<file path="config.mk">
export PLATFORM = sky130hd
export DESIGN_NAME = irq_post_ctrl
export DESIGN_NICKNAME = d
export VERILOG_FILES = /design/src/rtl/irq_post_ctrl.sv
export SDC_FILE = /design/constraint.sdc
export NUM_CORES = 1
export LEC_CHECK = 0
export ABC_AREA = 1
export BUFFER_PORTS_ARGS = -buffer_cell sky130_fd_sc_hd__buf_2
export CORE_MARGIN = 2
export CORE_UTILIZATION = 51
export DETAILED_ROUTE_END_ITERATION = 10
export HOLD_SLACK_MARGIN = 0.15
export PLACE_DENSITY = 0.76
export SYNTH_ARGS = -nofsm -noshare
export SYNTH_HDL_FRONTEND = slang
export SYNTH_SLANG_ARGS = --single-unit
</file>
<file path="constraint.sdc">
create_clock -name clk -period 2 [get_ports clk]
set_clock_uncertainty 0.15 [all_clocks]
set_input_delay 0.2 -clock clk [delete_from_list [all_inputs] [get_ports clk]]
set_output_delay 0.2 -clock clk [all_outputs]
set_load 0.005 [all_outputs]
</file>
<file path="src/rtl/irq_post_ctrl.sv">
module irq_post_ctrl #(
  parameter int NGRP = 3,
  parameter int NSRC = 22,
  parameter logic [7:0] CLR_BASE = 8'hDA,
  parameter logic [7:0] MSK_BASE = 8'hE0
) (
  input  logic                          clk,
  input  logic                          rst_n,
  input  logic [NGRP*8-1:0]             hw_irq,
  input  logic [7:0]                    bus_addr,
  input  logic                          bus_we,
  input  logic [7:0]                    bus_wdata,
  output logic [7:0]                    bus_rdata,
  output logic                          irq_req,
  output logic [$clog2(NGRP*8)-1:0]     irq_idx,
  input  logic                          irq_ack
);
  localparam int NB   = NGRP * 8;
  localparam int IW   = $clog2(NB);
  localparam int NMSK = NGRP + 1;

  logic [NB-1:0]     posted, nxt, pend, valid;
  logic [NMSK*8-1:0] msk_q;
  logic              sw_en;

  for (genvar i = 0; i < NB; i++) begin : g_valid
    assign valid[i] = (i < NSRC);
  end

  assign sw_en = msk_q[NMSK*8-1];
  assign pend  = posted & msk_q[NB-1:0];

  always_comb begin
    nxt = posted;
    for (int g = 0; g < NGRP; g++) begin
      if (bus_we && bus_addr == CLR_BASE + 8'(g)) begin
        if (sw_en) nxt[g*8 +: 8] = nxt[g*8 +: 8] | bus_wdata;
        else       nxt[g*8 +: 8] = nxt[g*8 +: 8] & bus_wdata;
      end
    end
    if (irq_ack && irq_req) nxt[irq_idx] = 1'b0;
    nxt = (nxt | hw_irq) & valid;
  end

  always_ff @(posedge clk) begin
    if (!rst_n) posted <= '0;
    else        posted <= nxt;
  end

  always_ff @(posedge clk) begin
    if (!rst_n) msk_q <= '0;
    else begin
      for (int m = 0; m < NMSK; m++)
        if (bus_we && bus_addr == MSK_BASE + 8'(m)) msk_q[m*8 +: 8] <= bus_wdata;
    end
  end

  always_comb begin
    irq_idx = '0;
    for (int i = NB - 1; i >= 0; i--)
      if (pend[i]) irq_idx = IW'(i);
  end
  assign irq_req = |pend;

  always_comb begin
    bus_rdata = '0;
    for (int g = 0; g < NGRP; g++)
      if (bus_addr == CLR_BASE + 8'(g)) bus_rdata = posted[g*8 +: 8];
    for (int m = 0; m < NMSK; m++)
      if (bus_addr == MSK_BASE + 8'(m)) bus_rdata = msk_q[m*8 +: 8];
  end

  a_r10_hw_post_wins: assert property (@(posedge clk) disable iff (!rst_n)
    (|(hw_irq & valid)) |=> ((posted & $past(hw_irq & valid)) == $past(hw_irq & valid)));

  a_r9_ack_clears: assert property (@(posedge clk) disable iff (!rst_n)
    (irq_ack && irq_req && !hw_irq[irq_idx]) |=> !posted[$past(irq_idx)]);

  a_r4_sw_mode_no_clear: assert property (@(posedge clk) disable iff (!rst_n)
    (sw_en && !(irq_ack && irq_req)) |=> ((posted & $past(posted)) == $past(posted)));

  a_r11_reserved_zero: assert property (@(posedge clk) disable iff (!rst_n)
    (posted & ~valid) == '0);

  a_r8_lowest_pending: assert property (@(posedge clk) disable iff (!rst_n)
    irq_req |-> (pend[irq_idx] && ((pend & ((NB'(1) << irq_idx) - NB'(1))) == '0)));

  a_r6_no_req_idle: assert property (@(posedge clk) disable iff (!rst_n)
    (pend == '0) |-> !irq_req);
endmodule

</file>
[Word level (Yosys, flattened, before mapping)]
Cells that the tools add are included.
Storage, ports and cells
  register bits: 54
  input bits: 44
  output and inout port bits: 14
  logic and storage cells: 74
Cells by class
  muxes and demuxes: 40
  equal/unequal tests: 7
  magnitude comparators: 2
  bitwise logic cells: 10
  reductions and logical operators: 10
Operators by type and width (count)
  $mux 5: 24
  $mux 8: 11
  $eq 8x8->1 const B: 7
  $and 22x24->24: 1
  $reduce_or 24->1: 1
  $and 22x22->22: 1
  $mux 22: 1
  $not 22->22: 1
  $or 22x22->22: 1
  $and 8x8->8: 2
  $or 8x8->8: 2
  $mux 6: 2
  $logic_and 1x1->1: 9
  $and 6x6->6: 1
  $lt 5x6->1 const B: 1
  $or 6x6->6: 1
  $demux 1 s5: 1
  $ge 5x1->1 const B: 1
  $mux 1: 1

[Longest topological paths before layout]
  depth in word-level cells: 33
  gate-level depth with buffers: 26
  depth with buffers taken out: 26

[Least setup slack after synthesis]
No wires, ideal clock.
  path kind: reg-to-reg
  start: register posted[21]
  end: register posted[16]
  period minus slack after synthesis: 1.932 ns
  setup slack: 0.068 ns
  path buffers: 0
  arrival: 1.647 ns
  library setup time: 0.135 ns
  data required time: 1.715 ns
  stages on the path, launching flop included: 27
  cells stage by stage: dfxtp_1 > nand2_1 > inv_1 > nand2_1 > nand2_1 > nand2_1 > nand2_1 > nand2_1 > nand2_1 > nand2_1 > nand2_1 > nand2_1 > nand2_1 > nand2_1 > nand2_1 > nand2_1 > nand2_1 > nand2_1 > nand2_1 > nand2_2 > nand2_4 > nand2_4 > nand2_8 > nand2_8 > nand3_2 > nand2_2 > a21oi_2
On the way
  cells in the longest elaborated chain, start to end: 31
  elaborated cells on any way between the ends: 34
  classes of those cells: order compare (2); mux (25); bitwise (4); reduce/logical (3)
Ends and longest elaborated chain
  start: declaration: RTL line 22  | logic [NB-1:0] posted, nxt, pend, valid;
  start signal: assignment: RTL line 47  | else posted <= nxt;
  $and 22x24->24 (*): RTL line 31  | assign pend = posted & msk_q[NB-1:0];
  $mux 5 (22 in a row): RTL line 61  | if (pend[i]) irq_idx = IW'(i);
  $lt 5x6->1 (implied by the code) or $ge 5x1->1 (tied branches): RTL line 41  | if (irq_ack && irq_req) nxt[irq_idx] = 1'b0;
  $logic_and 1x1->1 (implied by the code): RTL line 41
  $mux 1 (implied by the code): RTL line 41
  $demux 1 s5: RTL line 41
  $not 22->22 (no line)
  $and 22x22->22 (no line)
  $mux 22 (*): RTL line 41
  $or 22x22->22 (*): RTL line 42  | nxt = (nxt | hw_irq) & valid;
Every way passes the cells marked *; elsewhere a longest branch is shown, timed or not.
A chain may end at the register's enable or synchronous reset.

[Worst setup path in the final report]
  start: register posted[21]
  end: output port irq_idx[0]
On the way
  cells in the longest elaborated chain, start to end: 23
Ends and longest elaborated chain
  $and 22x24->24: RTL line 31
  $mux 5 (22 in a row): RTL line 61
  end: declaration: RTL line 15  | output logic [$clog2(NGRP*8)-1:0] irq_idx,
No other way between the ends.

==> run_results.csv <==
group,metric,value,unit
run_status,status,"finished, violations left",
run_status,violations,"negative setup slack",
floorplan,dieArea,0.00728,mm^2
route,viasPerCell,6.01,
setup_path,path_common_cell,"nand2_1",
timing,hold_viol_final,0,
setup_path,crit_required,1.65,ns
final_layout,n_antenna_cell,0,
logic_synthesis,synth_edf_count,0,
setup_path,critPathArrivalTime,2.09,ns
timing,slew_viol_final,0,
timing,rsz0062_at_grt,"yes",
placement,portBuffers,55,
route,via_count,4591,
logic_synthesis,synth_cell_types,37,
logic_synthesis,ys_seq_area_share,32.1,%
placement,place_congestion,0.949,
flow_run,maxCapViolCount,0,
route,drc,0,
logic_synthesis,syn_area,0.00337,mm^2
route,routed_wl,14700,um
timing,worstMarginPinSlew,0.508,ns
logic_synthesis,synth_common_cells,"nand2_1 (105), a21oi_1 (72), inv_1 (67)",
final_layout,fin_nets,730,
logic_synthesis,synthTopCellsByArea,"dfxtp_1 (32%), nand2_1 (12%), a21oi_1 (11%)",
clocking,cts_buffers,5,
power_and_ir_drop,ir_drop,0.378,mV
clocking,worstSkewPairLatency,0.32,ns
route,wl_per_cell,19.3,um
timing,timing.fmax,410,MHz
clocking,cts_tree,"done",
clocking,cts_buffer_depth,2,
logic_synthesis,yosysWarnings,0,
min_path,holdCritPathClass,"input pin to flip-flop",
power_and_ir_drop,leakage,2.39,nW
logic_synthesis,synth_fp_nets,553,
final_layout,drive_above_1_share,41.0,%
route,drt.antenna.violating_nets,0,
global_route,overflow,0,
setup_path,startpoint_type,"flip-flop",
route,first_pass_iters,5,
placement,dp.cells,709,
clocking,clk_pin_slew,0.11,ns
timing,setup_slack,-0.438,ns
global_route,antenna_found_initial,0,
timing,setup_viol,27,
final_layout,syn_to_final_growth,55.9,%
setup_path,cp_slowest_stage_delay,0.35,ns
floorplan,rows,29,
setup_path,critPathBufInv,3,
placement,dp_hpwl,9670,um
route,drtIter0Drc,460,
setup_path,critical_path.top_delay_family,"simple AND/OR/NAND/NOR gates",
clocking,htree_levels,2,
clocking,cts_root_buffer,"clkbuf_8",
setup_path,cp_slowest_cell,"dfxtp_2",
floorplan,die_w,85.3,um
logic_synthesis,ys_async_sr_fraction,0,%
logic_synthesis,synth-seq-cells,54,
logic_synthesis,syn_avg_cell_area,6.62,um^2
global_route,grt_max_degree,22,
floorplan,ios,58,
logic_synthesis,synth.largest_area_cell,"dfxtp_1",
logic_synthesis,yosysTopAreaCellShare,32.1,%
timing,holdWs,0.179,ns
final_layout,instances_no_fill,764,
floorplan,core,0.00639,mm^2
clocking,cts_sinks,54,
setup_path,worstSetupEndpointType,"output port",
timing,post-route-period-util,122,%
timing,relSlewSlack,66.1,%
timing,min_period,2.44,ns
logic_synthesis,synthCells,509,
logic_synthesis,synth-main-ff-cell,"dfxtp_1",
logic_synthesis,synth.most_common_cell,"nand2_1",
floorplan,start_util,52.8,%
power_and_ir_drop,powerDensity,452,mW/mm^2
global_route,first_global_vias,4379,
global_route,grtUsageTotal,37.9,%
floorplan,fp.dieH,85.3,um
setup_path,crit_type,"flip-flop to output port",
setup_path,crit_path_max_fanout,2,
global_route,grt_pass1_wl,21300,um
flip-flops by register name, summed over array words and instances, names as in the netlist:
name,count
posted,22
msk_q,32
cell families (layout without fill, tap and decap cells):
group	after synthesis	count (layout)	synth area share [%]
AOI/OAI and AO/OA	154	154	26.4
DFF	54	54	32.1
buffers and inverters	91	269	10.2
and+or+nand+nor	210	210	31.4
cell type report:
class                      instances  area, um^2
timing repair buffer             184        1410
multi-input combinational        364        2230
clock inverter                     2        38.8
inverter                          77         299
tap                               77        96.3
clock buffer                       6        82.6
fill                             395        1130
sequential                        54        1100
metal layers:
layer	track usage (%)	share of wire (%)	up-vias
met5	0	0	-
li1	-	-	2073
met2	62.6	45	384
met3	4.86	10	117
met1	47.1	37	2017
met4	22.7	8.3	0
cell usage in the layout, fill, tap and decap left out, drive strengths merged, types with 4 or more instances in the layout:
cell type    instances
o21ai               37
buf                153
o221ai               5
o211ai               8
dfxtp               54
nand2              118
nand3               24
dlygate4sd3         31
nand4               13
inv                 76
nor2                46
a21oi               78
o22ai                6
clkbuf               6
a22oi                4
nor3                 5
a31oi                8
per-stage QoR:
stage / TNS (ns) / setup WS (ns) / instance area [um^2] / total power, W / utilization [%]
floorplan: 0 / 0.0684 / 3370 / 0.00129 / -
global placement: -0.627 / -0.104 / 4300 / 0.00145 / 67.4
detailed placement: -1.82 / -0.142 / 4300 / 0.00146 / 67.4
CTS: -5.74 / -0.419 / 4990 / 0.00232 / 78.2
global route: -12.35 / -0.644 / 5260 / 0.00243 / 82.3
finish: -7.30 / -0.438 / 5260 / 0.00238 / 82.3
where the power goes:
group	internal [W]	switching (W)
sequential	0.00111	0.0000282
clock	0.000413	0.000401
combinational	0.000192	0.000230
worst paths after layout:
check	from	to	slack [ns]	cells after the start
hold / removal	bus_we	msk_q[1]$_SDFFE_PN0P_	0.18	3
setup reg to reg	posted[21]$_SDFF_PN0_	posted[20]$_SDFF_PN0_	-0.41	28
hold reg to reg	msk_q[10]$_SDFFE_PN0P_	msk_q[10]$_SDFFE_PN0P_	0.34	2
setup / recovery	posted[21]$_SDFF_PN0_	irq_idx[0]	-0.44	25
what timing repair did:
action,in CTS,in global routing
pin swaps,33,29
endpoints found under the setup margin,30,34
hold buffers,31,0
hold endpoints to repair,51,0
gates resized for setup,58,69
buffers inserted,11,8
worst register-to-register path, delay by kind of cell, from the launching register on:
| kind | cells | cell delay [ns] |
|---|---|---|
| AND/OR/NAND/NOR | 24 | 1.41 |
| AO/OA/AOI/OAI | 1 | 0.15 |
| flip-flops | 1 | 0.35 |
| buffers and inverters | 3 | 0.31 |
Note: power is estimated with default switching activity, not from simulation.
